$ cat config.mk
export PLATFORM = sky130hd
export DESIGN_NAME = ctlport_decoder
export DESIGN_NICKNAME = d
export VERILOG_FILES = /design/src/rtl/ctlport_pkg.sv /design/src/rtl/ctlport_regbank.sv /design/src/rtl/ctlport_cmdlatch.sv /design/src/rtl/ctlport_space_dec.sv /design/src/rtl/ctlport_decoder.sv
export SDC_FILE = /design/constraint.sdc
export NUM_CORES = 1
export LEC_CHECK = 0
export ABC_AREA = 0
export CORE_UTILIZATION = 50
export CTS_BUF_LIST = sky130_fd_sc_hd__clkbuf_16
export DETAILED_ROUTE_END_ITERATION = 6
export DONT_BUFFER_PORTS = 1
export PLACE_DENSITY = 0.65
export SYNTH_ARGS = -nofsm -noshare
export SYNTH_HDL_FRONTEND = slang
export SYNTH_HIERARCHICAL = 1
export SYNTH_SLANG_ARGS = --single-unit
$ cat constraint.sdc
create_clock -name clk -period 1.9 [get_ports clk]
set_input_delay 0 -clock clk [delete_from_list [all_inputs] [get_ports clk]]
set_output_delay 0 -clock clk [all_outputs]
set_load 0.05 [all_outputs]
$ cat src/rtl/ctlport_pkg.sv
package ctlport_pkg;
   localparam int unsigned WORD_W = 16;
   localparam int unsigned ADDR_W = 16;
   localparam int unsigned CODE_W = 6;
   localparam int unsigned REG_W  = 8;
   localparam int unsigned IDX_W  = 5;

   typedef enum logic [1:0] {
      SPC_NONE    = 2'd0,
      SPC_PATTERN = 2'd1,
      SPC_PALETTE = 2'd2,
      SPC_VSCROLL = 2'd3
   } space_e;
endpackage

$ cat src/rtl/ctlport_regbank.sv
module ctlport_regbank
   import ctlport_pkg::*;
#(
   parameter int unsigned NUM_REGS = 24
) (
   input  logic                      clk,
   input  logic                      rst_n,
   input  logic                      we,
   input  logic [IDX_W-1:0]          idx,
   input  logic [REG_W-1:0]          wdata,
   output logic [NUM_REGS*REG_W-1:0] flat
);
   for (genvar i = 0; i < NUM_REGS; i++) begin : g_reg
      logic [REG_W-1:0] r_q;
      always_ff @(posedge clk or negedge rst_n) begin
         if (!rst_n)
            r_q <= '0;
         else if (we && (idx == IDX_W'(i)))
            r_q <= wdata;
      end
      assign flat[i*REG_W +: REG_W] = r_q;
   end
endmodule

$ cat src/rtl/ctlport_cmdlatch.sv
module ctlport_cmdlatch
   import ctlport_pkg::*;
(
   input  logic              clk,
   input  logic              rst_n,
   input  logic              ctl_wr,
   input  logic              ctl_rd,
   input  logic              data_acc,
   input  logic [WORD_W-1:0] wr_data,
   output logic              reg_we,
   output logic [IDX_W-1:0]  reg_idx,
   output logic [REG_W-1:0]  reg_data,
   output logic [ADDR_W-1:0] addr,
   output logic [CODE_W-1:0] code,
   output logic              pending
);
   logic              pend_q;
   logic [ADDR_W-1:0] addr_q;
   logic [CODE_W-1:0] code_q;
   logic              is_reg, first_half, second_half;

   always_comb begin
      is_reg      = (wr_data[15:14] == 2'b10);
      reg_we      = ctl_wr && !pend_q && is_reg;
      first_half  = ctl_wr && !pend_q && !is_reg;
      second_half = ctl_wr && pend_q;
      reg_idx     = wr_data[12:8];
      reg_data    = wr_data[7:0];
   end

   always_ff @(posedge clk or negedge rst_n) begin
      if (!rst_n) begin
         pend_q <= 1'b0;
         addr_q <= '0;
         code_q <= '0;
      end else begin
         if (first_half) begin
            code_q[1:0]  <= wr_data[15:14];
            addr_q[13:0] <= wr_data[13:0];
         end
         if (second_half) begin
            code_q[5:2]   <= wr_data[7:4];
            addr_q[15:14] <= wr_data[1:0];
         end
         if (ctl_rd || data_acc)
            pend_q <= 1'b0;
         else if (first_half)
            pend_q <= 1'b1;
         else if (second_half)
            pend_q <= 1'b0;
      end
   end

   assign addr    = addr_q;
   assign code    = code_q;
   assign pending = pend_q;
endmodule

$ cat src/rtl/ctlport_space_dec.sv
module ctlport_space_dec
   import ctlport_pkg::*;
(
   input  logic [CODE_W-1:0] code,
   output space_e            space,
   output logic              is_write,
   output logic              copy,
   output logic              dma
);
   always_comb begin
      unique case (code[3:0])
         4'b0000, 4'b0001: space = SPC_PATTERN;
         4'b1000, 4'b0011: space = SPC_PALETTE;
         4'b0100, 4'b0101: space = SPC_VSCROLL;
         default:          space = SPC_NONE;
      endcase
      is_write = code[0];
      copy     = code[4];
      dma      = code[5];
   end
endmodule

$ cat src/rtl/ctlport_decoder.sv
module ctlport_decoder
   import ctlport_pkg::*;
#(
   parameter int unsigned NUM_REGS   = 24,
   parameter int unsigned STATUS_REG = 0
) (
   input  logic                      clk,
   input  logic                      rst_n,
   input  logic                      ctl_wr,
   input  logic                      ctl_rd,
   input  logic                      data_acc,
   input  logic [WORD_W-1:0]         wr_data,
   input  logic [WORD_W-1:0]         status_in,
   output logic [WORD_W-1:0]         rd_data,
   output logic [NUM_REGS*REG_W-1:0] reg_flat,
   output logic [ADDR_W-1:0]         acc_addr,
   output logic [CODE_W-1:0]         acc_code,
   output logic                      wr_dir,
   output logic                      copy_req,
   output logic                      dma_req,
   output logic [1:0]                tgt_space,
   output logic                      half_pending
);
   localparam int unsigned IDX_SPAN = 1 << IDX_W;

   if (NUM_REGS < 1 || NUM_REGS > IDX_SPAN) begin : g_bad_size
      $error("ctlport_decoder: NUM_REGS out of range");
   end
   if (STATUS_REG > 1) begin : g_bad_status
      $error("ctlport_decoder: STATUS_REG must be 0 or 1");
   end

   logic             reg_we;
   logic [IDX_W-1:0] reg_idx;
   logic [REG_W-1:0] reg_data;
   space_e           space;

   ctlport_cmdlatch u_cmd (
      .clk      (clk),
      .rst_n    (rst_n),
      .ctl_wr   (ctl_wr),
      .ctl_rd   (ctl_rd),
      .data_acc (data_acc),
      .wr_data  (wr_data),
      .reg_we   (reg_we),
      .reg_idx  (reg_idx),
      .reg_data (reg_data),
      .addr     (acc_addr),
      .code     (acc_code),
      .pending  (half_pending)
   );

   ctlport_regbank #(.NUM_REGS(NUM_REGS)) u_bank (
      .clk   (clk),
      .rst_n (rst_n),
      .we    (reg_we),
      .idx   (reg_idx),
      .wdata (reg_data),
      .flat  (reg_flat)
   );

   ctlport_space_dec u_dec (
      .code     (acc_code),
      .space    (space),
      .is_write (wr_dir),
      .copy     (copy_req),
      .dma      (dma_req)
   );
   assign tgt_space = space;

   if (STATUS_REG == 0) begin : g_stat_comb
      assign rd_data = ctl_rd ? status_in : '0;
   end else begin : g_stat_reg
      logic [WORD_W-1:0] rd_q;
      always_ff @(posedge clk or negedge rst_n) begin
         if (!rst_n)
            rd_q <= '0;
         else
            rd_q <= ctl_rd ? status_in : '0;
      end
      assign rd_data = rd_q;
   end
endmodule

* After elaboration in Yosys (flattened, before gate mapping)
Cells that the tools add are included.
W data, S select, Z words.
** Word-level totals
- Flip-flop bits (word level) :: 215
- Output and inout port bits :: 236
- Logic and storage cells :: 100
** Operators by class
- Equal/unequal tests :: 29
- Muxes and demuxes :: 5
- Reductions and logical operators :: 37
** Operator list (number)
- $eq A5 B4 Y1 const B :: 8
- $eq A5 B5 Y1 const B :: 8
- $logic_and A1 B1 Y1 :: 28
- $eq A5 B3 Y1 const B :: 4
- $mux W16 :: 1
- $eq A5 B2 Y1 const B :: 2
- $eq A4 B3 Y1 const B :: 2
- $pmux W2 S3 :: 1
- $reduce_or A2 Y1 :: 3
- $eq A5 B1 Y1 const B :: 1
- $logic_not A5 Y1 :: 1
- $eq A4 B1 Y1 const B :: 1
- $eq A4 B2 Y1 const B :: 1
- $eq A4 B4 Y1 const B :: 1
- $logic_not A4 Y1 :: 1
- $mux W1 :: 3
- $reduce_bool A3 Y1 :: 1
- $eq A2 B2 Y1 const B :: 1
- $logic_not A1 Y1 :: 2
- $logic_or A1 B1 Y1 :: 1

* Longest topological paths before layout
Gate-level depths: netlist (run 1).
- Depth in word-level cells :: 5
- Depth in mapped cells :: 6
- Mapped depth without buffers :: 5

* By module
The synthesis (run 1) kept the hierarchy.
** Modules (own cells, without submodules)
- ctlport_regbank :: times used 1, cells an instance 444, area each 7299.5 sq um, sequential area each 4804.6 sq um
- ctlport_cmdlatch :: times used 1, cells an instance 72, area each 1049.8 sq um, sequential area each 575.6 sq um
- ctlport_decoder :: times used 1, cells an instance 17, area each 126.4 sq um, sequential area each 0.0 sq um
- ctlport_space_dec :: times used 1, cells an instance 7, area each 53.8 sq um, sequential area each 0.0 sq um

* Least setup slack after synthesis (run 1)
No wires, ideal clock.
- Path kind :: register to register
- Start :: register u_cmd.pend_q (netlist: u_cmd/pending)
- End :: register u_bank.g_reg[3].r_q[0]
- Data arrival time :: 2.088 ns
- Path slack :: -0.312 ns
- Cell stages (with the launch flop) :: 7
- Path buffers :: 1
- Period minus slack after synthesis :: 2.212 ns
- Cells stage by stage :: dfrtp_1 -> nand2b_4 -> nor2_1 -> nor4b_2 -> nor2b_1 -> buf_2 -> mux2_2
** On the way
- Longest elaborated chain between the ends :: 4
** RTL lines
- from (decl) :: RTL line ctlport_cmdlatch.sv:17 : logic pend_q;
- from (signal assigned) :: RTL line ctlport_cmdlatch.sv:33 : pend_q <= 1'b0;
- from (signal assigned) :: RTL line ctlport_cmdlatch.sv:46 : pend_q <= 1'b0;
- from (signal assigned) :: RTL line ctlport_cmdlatch.sv:48 : pend_q <= 1'b1;
- $logic_not A1 Y1 :: RTL line ctlport_cmdlatch.sv:24 : reg_we = ctl_wr && !pend_q && is_reg;
- $logic_and A1 B1 Y1 (2 in series) :: RTL line ctlport_cmdlatch.sv:24
- named net reg_we :: RTL line ctlport_decoder.sv:33 : logic reg_we;
- $logic_and A1 B1 Y1 :: RTL line ctlport_regbank.sv:18 : else if (we && (idx == IDX_W'(i)))
- to (signal assigned) :: RTL line ctlport_regbank.sv:19 : r_q <= wdata;
- to (decl) :: RTL line ctlport_regbank.sv:14 : logic [REG_W-1:0] r_q;
The timed path passes the listed nets, and every way through them passes these cells.
A chain may end at the register's enable or synchronous reset.

* Worst setup path after layout (run 1)
- Start :: register u_cmd.pend_q (netlist: u_cmd/pending)
- End :: register u_bank.g_reg[20].r_q[5]
** On the way
- Longest elaborated chain between the ends :: 4
** RTL lines (RTL line)
- $logic_not A1 Y1 :: ctlport_cmdlatch.sv:24
- $logic_and A1 B1 Y1 (2 in series) :: ctlport_cmdlatch.sv:24
- named net reg_we :: ctlport_decoder.sv:33
- $logic_and A1 B1 Y1 :: ctlport_regbank.sv:18
- to (signal assigned) :: ctlport_regbank.sv:19
- to (decl) :: ctlport_regbank.sv:14
The timed path passes the listed nets, and every way through them passes these cells.

==> results of run 1 <==
## cell families after synthesis
family,synth area share
AO/OA/AOI/OAI,0.00528
buffers and inverters,0.0296
multiplexers,0.284
flip-flops,0.631
AND/OR/NAND/NOR,0.0500
## layout make-up
class | instances | area, µm²
inverters | 1 | 3.75
flip-flops and latches | 215 | 5380
fillers | 1269 | 6510
well taps | 220 | 275
multi-input cells | 282 | 3070
clock buffers | 22 | 551
clock inverters | 17 | 188
repair buffers | 53 | 658
diodes | 3 | 7.51
## worst max-delay path, cell delays in order (launching register included)
cell                       delay, ns
sky130_fd_sc_hd__dfrtp_2        0.40
sky130_fd_sc_hd__nand2b_4       0.15
sky130_fd_sc_hd__nor2_4         0.18
sky130_fd_sc_hd__buf_6          0.14
sky130_fd_sc_hd__nand4b_4       0.08
sky130_fd_sc_hd__or3_4          0.46
sky130_fd_sc_hd__mux2_1         0.34
## flip-flops by register name, indices dropped and copies added, names as in the netlist
signal	flops
u_cmd/addr	16
u_cmd/pending	1
u_bank/g.r_q	192
u_cmd/code	6
## per-layer routing
metal,GRT usage,up-vias
met3,0.0900,42
met1,0.286,2453
met5,0,-
li1,-,1941
met4,0.0626,0
met2,0.443,213
## cells in the mapped netlist (all sizes together) (2+ instances only)
| library cell | count | share of area |
|---|---|---|
| and2 | 16 | 0.013 |
| and4bb | 3 | 0.0044 |
| a21oi | 3 | 0.0031 |
| buf | 24 | 0.021 |
| nand2b | 4 | 0.0038 |
| nand4b | 2 | 0.0035 |
| o21ai | 2 | 0.0012 |
| clkbuf | 18 | 0.0079 |
| dfrtp | 215 | 0.63 |
| nand2 | 14 | 0.0062 |
| mux2 | 212 | 0.28 |
| nor2b | 6 | 0.0044 |
| nor2 | 11 | 0.0066 |
| or3 | 2 | 0.0015 |
| nor4b | 2 | 0.0028 |
## worst paths after layout
check / slack, ns / cells past startpoint / startpoint / to
worst max-delay path: 0.02 / 6 / u_cmd/pending$_DFFE_PN0P_ / u_bank/g_reg[20].r_q[5]$_DFFE_PN0P_
worst min-delay path: -0.81 / 0 / rst_n / u_bank/g_reg[17].r_q[4]$_DFFE_PN0P_
worst max register to register: 0.02 / 6 / u_cmd/pending$_DFFE_PN0P_ / u_bank/g_reg[20].r_q[5]$_DFFE_PN0P_
worst min register to register: 0.51 / 1 / u_cmd/code[4]$_DFFE_PN0P_ / u_cmd/code[4]$_DFFE_PN0P_
max in group asynchronous: 2.50 / 0 / rst_n / u_bank/g_reg[13].r_q[2]$_DFFE_PN0P_
min in group clk: -0.37 / 1 / wr_data[12] / u_cmd/addr[12]$_DFFE_PN0P_
## report_power, final
group | internal (mW) | switching (mW) | leakage, nW
registers | 4.96 | 1.74 | 2.89
clock network | 2.65 | 1.73 | 0.373
logic | 0.483 | 0.516 | 1.76
## per-stage QoR
stage	area, µm²	setup WS, ns	setup TNS, ns
floorplan	8600	-0.0255	-0.523
detailed placement	8890	-0.0766	-3.04
finish	10100	0.0187	0
global route	10100	-0.0650	-2.65
global placement	8890	-0.0328	-0.456
CTS	10000	-0.0197	-0.130
## timing repair
action | CTS | global route
setup buffers | 4 | 1
endpoints found under the setup margin | 51 | 157
gates resized for setup | 9 | 32
pin swaps | 3 | 3
hold endpoints to repair | 430 | 224
==> impl_metrics.json, run 1 <==
{
  "design_power_total_mw": 12.1,
  "drt_iter0_markers": 212,
  "top_level_ports": 273,
  "peakVddDrop_v": 0.000844,
  "start_util": 0.513,
  "tritoncts_clock_tree": "built",
  "met3RoutedLength_um": 2010,
  "finalMaxSlewViolations": 0,
  "globalRouteOverflowTotal": 0,
  "wl_met1_um": 8020,
  "detail_route.first_pass.iterations": 4,
  "floorplan.die.height_um": 133,
  "synthArstFlopShare": 1.00,
  "wire_length_of_the_first_global_routing_pass_um": 32900,
  "cts_hold_buffers": 24,
  "relSlewSlack": 0.242,
  "largest_net_degree_at_the_start_of_global_routing": 216,
  "avgSynthCellArea_um2": 15.8,
  "placement.io_buffers": 0,
  "clkLatencyLatePin_ns": 0.52,
  "placement_rows": 47,
  "timing.critical_path.required_ns": 2.27,
  "finish.net_count": 612,
  "minimum_period_implied_by_the_final_worst_setup_slack_ns": 1.88,
  "post_synthesis_net_count": 577,
  "pwr_density_cell_mw_per_mm2": 1190,
  "routedWlPerCell_um": 26.7,
  "globalRouteTotalUtil": 0.250,
  "hold_path_class": "in2async",
  "yosys_synthesis_warning_count": 6,
  "highest_count_cells_in_the_layout_ignoring_fill_and_taps": "212 x sky130_fd_sc_hd__dfrtp_1, 163 x sky130_fd_sc_hd__mux2_2, 28 x sky130_fd_sc_hd__mux2_4",
  "post_route_cells_drive_above_1_share": 0.503,
  "wire_length_reported_by_the_detailed_router_um": 21700,
  "finalWeightedCongestion": 0.789,
  "cts_buffers": 22,
  "route.detailed.drc": 0,
  "setup.worst_path.end_class": "flip-flop",
  "cts_max_level": 1,
  "tightest_slew_ns": 1.13,
  "whs_ns": -0.810,
  "maxClockFrequency_mhz": 532,
  "worst_setup_hold_path_clk_slew_ns": 0.06,
  "post_drt_via_cell_ratio": 5.72,
  "final-hold-violation-count": 241,
  "run_status": "finished, violations left",
  "grt_pass1_vias": 4998,
  "total_leakage_power_nw": 5.02,
  "maxCapViolations": 0,
  "netlist_instances": 540,
  "synth_ff_type": "sky130_fd_sc_hd__dfrtp_1",
  "die_area_mm2": 0.0176,
  "drtAntennaViolNets": 0,
  "sort_of_element_at_the_start_of_the_critical_path": "flip-flop",
  "report.final.setup_viol": 0,
  "design.core.area_mm2": 0.0166,
  "routed.top_layer": "met4",
  "clockBufferDepth": 3,
  "via_count": 4649,
  "netlist-cell-type-count": 31,
  "critical_setup_path_kind": "reg2reg",
  "path_max_fanout": 8,
  "grt_setup_unrepaired": "yes",
  "final.period_utilization": 0.990,
  "layout.cells.most_common": "sky130_fd_sc_hd__dfrtp_1",
  "number_of_enable_type_register_cells_in_the_synthesized_netlist": 0,
  "violated_checks": "negative hold slack",
  "cell_count_after_placement": 742,
  "place_hpwl_um": 13900,
  "netlist_area_mm2": 0.00853,
  "synthToLayoutAreaGrowth_pct": 18.8,
  "cts_num_sinks": 215,
  "antenna_found_initial": 5,
  "final_cell_count_no_fill": 813,
  "final_util": 0.609,
  "postSynthRegisterBits": 215,
  "skew_ns": 0.0245,
  "cts_root_buffer": "sky130_fd_sc_hd__clkbuf_16",
  "critPathArrivalTime_ns": 2.25,
  "chipWidth_um": 133,
  "wl_met2_um": 11200,
  "seq_area_frac_synth": 0.631
}
Note: power is estimated with default switching activity, not from simulation.
==> inputs of run 2 (changes only) <==
Settings changed: CORE_ASPECT_RATIO set to 2.
==> run 2 against run 1 <==
Effect of this change: the run ends with negative hold slack, negative setup slack left; utilization is 0.90 points lower; largest power group unchanged; non-clock buffer count is 6 higher; via count is 0.52% lower; highest routed layer unchanged; wire length is 0.18% higher; global-route usage is 0.058 points higher; register-to-register slack worse by 0.04 ns; worst setup slack worse by 0.039 ns; flip-flop and latch count stayed put; worst hold slack better by 0.015 ns; design area is 1.2% lower.
==> impl_metrics.json, run 2 (same netlist as run 1, synthesis figures left out) <==
{
  "relSlewSlack": 0.242,
  "wire_length_reported_by_the_detailed_router_um": 21700,
  "worst_slack_ns": -0.0198,
  "globalRouteOverflowTotal": 0,
  "design_power_total_mw": 11.3,
  "maxCapViolations": 0,
  "top_level_ports": 273,
  "final_util": 0.600,
  "highest_count_cells_in_the_layout_ignoring_fill_and_taps": "213 x sky130_fd_sc_hd__dfrtp_1, 162 x sky130_fd_sc_hd__mux2_2, 32 x sky130_fd_sc_hd__mux2_4",
  "setup.worst_path.end_class": "flip-flop",
  "minimum_period_implied_by_the_final_worst_setup_slack_ns": 1.92,
  "chipWidth_um": 94.4,
  "clockPowerShare": 0.316,
  "placement.io_buffers": 0,
  "comb_power_share": 0.090,
  "timing.critical_path.required_ns": 2.27,
  "grt_setup_unrepaired": "yes",
  "antenna_found_initial": 0,
  "cts_max_level": 1,
  "clockBufferDepth": 3,
  "layout.cells.most_common": "sky130_fd_sc_hd__dfrtp_1",
  "grt_pass1_vias": 5031,
  "clkLatencyLatePin_ns": 0.49,
  "route.detailed.drc": 0,
  "multi_input_area_mm2": 0.00308,
  "largest-register": "u_bank/g.r_q",
  "place_hpwl_um": 13600,
  "largest_net_degree_at_the_start_of_global_routing": 216,
  "antenna-diode-count": 0,
  "final.period_utilization": 1.01,
  "maxClockFrequency_mhz": 521,
  "routedWlPerCell_um": 27.3,
  "via_count": 4625,
  "finish.net_count": 615,
  "drt_iter0_markers": 136,
  "violated_checks": "negative hold slack, negative setup slack",
  "worst_setup_hold_path_clk_slew_ns": 0.07,
  "placement_rows": 67,
  "skew_ns": 0.00978,
  "sort_of_element_at_the_start_of_the_critical_path": "flip-flop",
  "hold_path_class": "in2async",
  "design.core.area_mm2": 0.0167,
  "critical_setup_path_kind": "reg2reg",
  "cts_buffers": 19,
  "max_ffs_per_register": 192,
  "final_cell_count_no_fill": 796,
  "post_route_cells_drive_above_1_share": 0.508,
  "total_leakage_power_nw": 5.00,
  "floorplan.die.height_um": 187,
  "die_area_mm2": 0.0176,
  "post_drt_via_cell_ratio": 5.81,
  "pwr_density_cell_mw_per_mm2": 1130,
  "path_max_fanout": 8,
  "detail_route.first_pass.iterations": 4,
  "wire_length_of_the_first_global_routing_pass_um": 32500,
  "regArea_mm2": 0.00538,
  "globalRouteTotalUtil": 0.250,
  "finalMaxSlewViolations": 0,
  "finalWeightedCongestion": 0.776,
  "peakVddDrop_v": 0.000964,
  "synthToLayoutAreaGrowth_pct": 17.3,
  "run_status": "finished, violations left",
  "fill_count": 1243,
  "tritoncts_clock_tree": "built",
  "start_util": 0.511,
  "cell_count_after_placement": 728,
  "critPathArrivalTime_ns": 2.29,
  "power_switching_share": 0.343,
  "internal-power_mw": 7.41,
  "final-hold-violation-count": 215,
  "cts_num_sinks": 215,
  "tightest_slew_ns": 1.13,
  "whs_ns": -0.794,
  "drtAntennaViolNets": 0,
  "switchingPower_mw": 3.87,
  "sequential_cell_fraction_of_total_power": 0.594,
  "cts_root_buffer": "sky130_fd_sc_hd__clkbuf_16",
  "report.final.setup_viol": 25
}
==> run 2: cell count changes in the layout (fill, tap and decap cells not counted), moves of 4 or more <==
| cell | delta |
|---|---|
| sky130_fd_sc_hd__nor2_4 | -5 |
| sky130_fd_sc_hd__mux2_4 | +4 |
| sky130_fd_sc_hd__nand2_1 | -6 |
| sky130_fd_sc_hd__inv_1 | +4 |
| sky130_fd_sc_hd__dlygate4sd3_1 | +4 |
| sky130_fd_sc_hd__nor2_2 | +5 |
==> run 2: power by group through the flow <==
stage / Clock (mW) / Combinational [mW] / Sequential, mW
after floorplan: 0 / 0.708 / 6.71
after global placement: 0 / 0.768 / 6.79
after detailed placement: 0 / 0.797 / 6.80
after CTS: 3.67 / 0.996 / 6.71
after global routing: 3.82 / 1.07 / 6.75
final: 3.56 / 1.01 / 6.71
==> run 2: worst max-delay path, cell delays in order (launching register included) <==
cell and delay [ns]:
sky130_fd_sc_hd__dfrtp_2 0.40, sky130_fd_sc_hd__nand2b_4 0.15, sky130_fd_sc_hd__nor2_4 0.23, sky130_fd_sc_hd__and4bb_2 0.33, sky130_fd_sc_hd__nor2b_1 0.18, sky130_fd_sc_hd__buf_6 0.18, sky130_fd_sc_hd__mux2_1 0.32
==> run 2: cell type report <==
type / instances / share of cell area
clock buffers: 19 / 0.0475
clock inverters: 13 / 0.00875
inverters: 1 / 0.000375
multi-input cells: 282 / 0.308
flip-flops and latches: 215 / 0.538
well taps: 207 / 0.0259
repair buffers: 59 / 0.0716
==> run 2: metal layers <==
metal  wire length (µm)  up-vias  track usage
met4                671        0       0.0888
met1               7410     2455        0.276
met2              12100      190        0.456
met5                  0        -            0
met3               1550       44       0.0583
li1                   -     1936            -
==> run 2: per-stage QoR <==
stage | setup WS, ns | hold WS [ns] | TNS [ns] | instance area (µm²)
3_5_place_dp | -0.140 | -0.292 | -3.13 | 8870
2_1_floorplan | -0.0255 | -0.296 | -0.523 | 8600
4_1_cts | -0.0670 | -0.811 | -1.34 | 9900
5_1_grt | -0.0802 | -0.807 | -2.81 | 10000
6_report | -0.0198 | -0.794 | -0.165 | 10000
3_3_place_gp | -0.119 | -0.289 | -1.39 | 8870
==> run 2: path summary, 6_finish.rpt <==
check	cells past startpoint	endpoint	start	slack, ns
worst max-delay path	6	u_bank/g_reg[11].r_q[5]$_DFFE_PN0P_	u_cmd/pending$_DFFE_PN0P_	-0.02
worst min-delay path	0	u_cmd/addr[0]$_DFFE_PN0P_	rst_n	-0.79
worst max register to register	6	u_bank/g_reg[11].r_q[5]$_DFFE_PN0P_	u_cmd/pending$_DFFE_PN0P_	-0.02
worst min register to register	1	u_cmd/code[5]$_DFFE_PN0P_	u_cmd/code[5]$_DFFE_PN0P_	0.52
max in group asynchronous	0	u_bank/g_reg[22].r_q[2]$_DFFE_PN0P_	rst_n	2.25
min in group clk	3	u_bank/g_reg[20].r_q[4]$_DFFE_PN0P_	wr_data[11]	0
==> run 2: what timing repair did <==
item,in CTS,in global routing
pin swaps,3,4
gates resized for setup,31,15
setup endpoints to repair,74,136
hold buffers,26,3
buffers inserted,3,4
hold endpoints to repair,430,227
==> inputs of run 3 (changes only) <==
Settings changed: CTS_BUF_LIST sky130_fd_sc_hd__clkbuf_16 to sky130_fd_sc_hd__clkbuf_8.
==> run 3 against run 2 <==
Effect of this change: global-route usage up 0.092 points; maximum frequency up 0.58%; power up 2.2%; non-clock buffer count down 4; worst hold slack worse by 0.062 ns; largest cell class unchanged; the flow still finishes with violations (negative hold slack, negative setup slack).
==> impl_metrics.json, run 3 (same netlist as run 1, synthesis figures left out) <==
{
  "timing.reg2reg.worst_path_depth": 7,
  "post_drt_via_cell_ratio": 5.76,
  "globalRouteOverflowTotal": 0,
  "top_level_ports": 273,
  "clkLatencyLatePin_ns": 0.56,
  "floorplan.die.height_um": 187,
  "multi_input_area_mm2": 0.00309,
  "critical_path.cell_chain": "nand2b_4 -> nor2_4 -> buf_6 -> nor4b_4 -> nor2b_2 -> buf_6 -> mux2_4",
  "largest-register": "u_bank/g.r_q",
  "wire_length_reported_by_the_detailed_router_um": 21700,
  "clockBufferDepth": 3,
  "cpMostUsedCell": "sky130_fd_sc_hd__buf_6",
  "fill_count": 1240,
  "cp_slowest_cell": "sky130_fd_sc_hd__dfrtp_2",
  "power_switching_share": 0.338,
  "cell_count_after_placement": 728,
  "run_status": "finished, violations left",
  "antenna-diode-count": 0,
  "worst_slack_ns": -0.00871,
  "final_util": 0.604,
  "r2r-start": "u_cmd/pending$_DFFE_PN0P_",
  "route.detailed.drc": 0,
  "routedWlPerCell_um": 26.8,
  "layout.cells.most_common": "sky130_fd_sc_hd__dfrtp_1",
  "relSlewSlack": 0.624,
  "pwr_density_cell_mw_per_mm2": 1140,
  "setup-tns-final_ns": -0.0339,
  "finalMaxSlewViolations": 0,
  "finish.net_count": 622,
  "r2r_end": "u_bank/g_reg[3].r_q[1]$_DFFE_PN0P_",
  "via_count": 4677,
  "final-hold-violation-count": 255,
  "minimum_period_implied_by_the_final_worst_setup_slack_ns": 1.91,
  "violated_checks": "negative hold slack, negative setup slack",
  "critical-path-max-stage-delay_ns": 0.40,
  "maxCapViolations": 0,
  "globalRouteTotalUtil": 0.251,
  "drt_iter0_markers": 140,
  "die_area_mm2": 0.0176,
  "report.final.setup_viol": 10,
  "cts_buffers": 30,
  "highest_count_cells_in_the_layout_ignoring_fill_and_taps": "211 x sky130_fd_sc_hd__dfrtp_1, 162 x sky130_fd_sc_hd__mux2_2, 41 x sky130_fd_sc_hd__clkbuf_8",
  "rrSetupSlack_ns": -0.009,
  "synthToLayoutAreaGrowth_pct": 18.1,
  "design.core.area_mm2": 0.0167,
  "switchingPower_mw": 3.90,
  "sequential_cell_fraction_of_total_power": 0.582,
  "post_route_cells_drive_above_1_share": 0.536,
  "hold_path_class": "in2async",
  "worst_setup_hold_path_clk_slew_ns": 0.07,
  "final.period_utilization": 1.00,
  "regArea_mm2": 0.00539,
  "internal-power_mw": 7.63,
  "tightest_slew_ns": 0.565,
  "design_power_total_mw": 11.5,
  "start_util": 0.511,
  "comb_power_share": 0.087,
  "grt_setup_unrepaired": "yes",
  "drtAntennaViolNets": 0,
  "maxClockFrequency_mhz": 524,
  "placement.io_buffers": 0,
  "detail_route.first_pass.iterations": 4,
  "critPathArrivalTime_ns": 2.34,
  "peakVddDrop_v": 0.000985,
  "largest_net_degree_at_the_start_of_global_routing": 216,
  "timing.critical_path.required_ns": 2.33,
  "antenna_found_initial": 0,
  "total_leakage_power_nw": 5.04,
  "sort_of_element_at_the_start_of_the_critical_path": "flip-flop",
  "wire_length_of_the_first_global_routing_pass_um": 32600,
  "cts_max_level": 1,
  "path_max_fanout": 8,
  "tritoncts_clock_tree": "built",
  "critical_setup_path_kind": "reg2reg",
  "final_cell_count_no_fill": 812,
  "clockPowerShare": 0.331,
  "max_ffs_per_register": 192,
  "skew_ns": 0.0137,
  "place_hpwl_um": 13600,
  "setup.worst_path.end_class": "flip-flop",
  "whs_ns": -0.856,
  "finalWeightedCongestion": 0.776,
  "cts_num_sinks": 215,
  "cts_root_buffer": "sky130_fd_sc_hd__clkbuf_8",
  "chipWidth_um": 94.4,
  "placement_rows": 67,
  "grt_pass1_vias": 5122
}
==> run 3: cell count changes in the layout (fill, tap and decap cells not counted), sizes merged <==
| cell | delta |
|---|---|
| bufinv | +1 |
| clkbuf | +22 |
| dlygate4sd3 | -3 |
| buf | -1 |
| clkinv | -3 |
==> run 3: layer usage <==
layer / share of wire / track usage / routed length (µm)
met1: 0.34 / 0.268 / 7350
met2: 0.56 / 0.462 / 12200
met3: 0.071 / 0.0611 / 1550
met4: 0.028 / 0.0947 / 614
met5: 0 / 0 / 0
==> run 3: power groups by stage <==
stage          clock network [mW]  logic [mW]  registers [mW]
6_report                     3.82        1.00            6.71
5_1_grt                      4.13        1.06            6.75
4_1_cts                      3.93       0.980            6.72
3_5_place_dp                    0       0.797            6.80
3_3_place_gp                    0       0.768            6.79
2_1_floorplan                   0       0.708            6.71
==> run 3: cell type report <==
class,count,share of cell area
repair buffers,55,0.0674
inverters,1,0.000373
clock inverters,11,0.00956
flip-flops and latches,215,0.535
multi-input cells,282,0.306
well taps,207,0.0257
clock buffers,41,0.0560
==> run 3: worst max-delay path, delay by kind of cell (launching register included) <==
kind,cells,cell delay (ns)
flops,1,0.40
simple gates,4,0.76
buf+inv,2,0.32
mux,1,0.31
==> run 3: timing repair <==
action                                  CTS  global route
resized for setup                        31            19
setup buffers                             3             3
cloned                                    0             0
pin swaps                                 3             4
endpoints found under the setup margin   70           142
hold buffers                             25             2
hold endpoints to repair                430           283
==> run 3: how the worst max path moves through the flow <==
stage                               from                                   to  slack, ns
5_1_grt        u_cmd/pending$_DFFE_PN0P_   u_bank/g_reg[3].r_q[7]$_DFFE_PN0P_      -0.08
2_1_floorplan  u_cmd/pending$_DFFE_PN0P_  u_bank/g_reg[12].r_q[0]$_DFFE_PN0P_      -0.03
3_3_place_gp   u_cmd/pending$_DFFE_PN0P_  u_bank/g_reg[19].r_q[1]$_DFFE_PN0P_      -0.12
6_report       u_cmd/pending$_DFFE_PN0P_   u_bank/g_reg[3].r_q[1]$_DFFE_PN0P_     -0.009
4_1_cts        u_cmd/pending$_DFFE_PN0P_   u_bank/g_reg[3].r_q[0]$_DFFE_PN0P_      -0.06
3_5_place_dp   u_cmd/pending$_DFFE_PN0P_  u_bank/g_reg[19].r_q[2]$_DFFE_PN0P_      -0.14
==> run 3: through the flow <==
step	hold WS, ns	area [µm²]	setup WS [ns]
finish	-0.856	10100	-0.00871
global route	-0.889	10100	-0.0790
detailed placement	-0.292	8870	-0.140
CTS	-0.890	9980	-0.0596
global placement	-0.289	8870	-0.119
floorplan	-0.296	8600	-0.0255
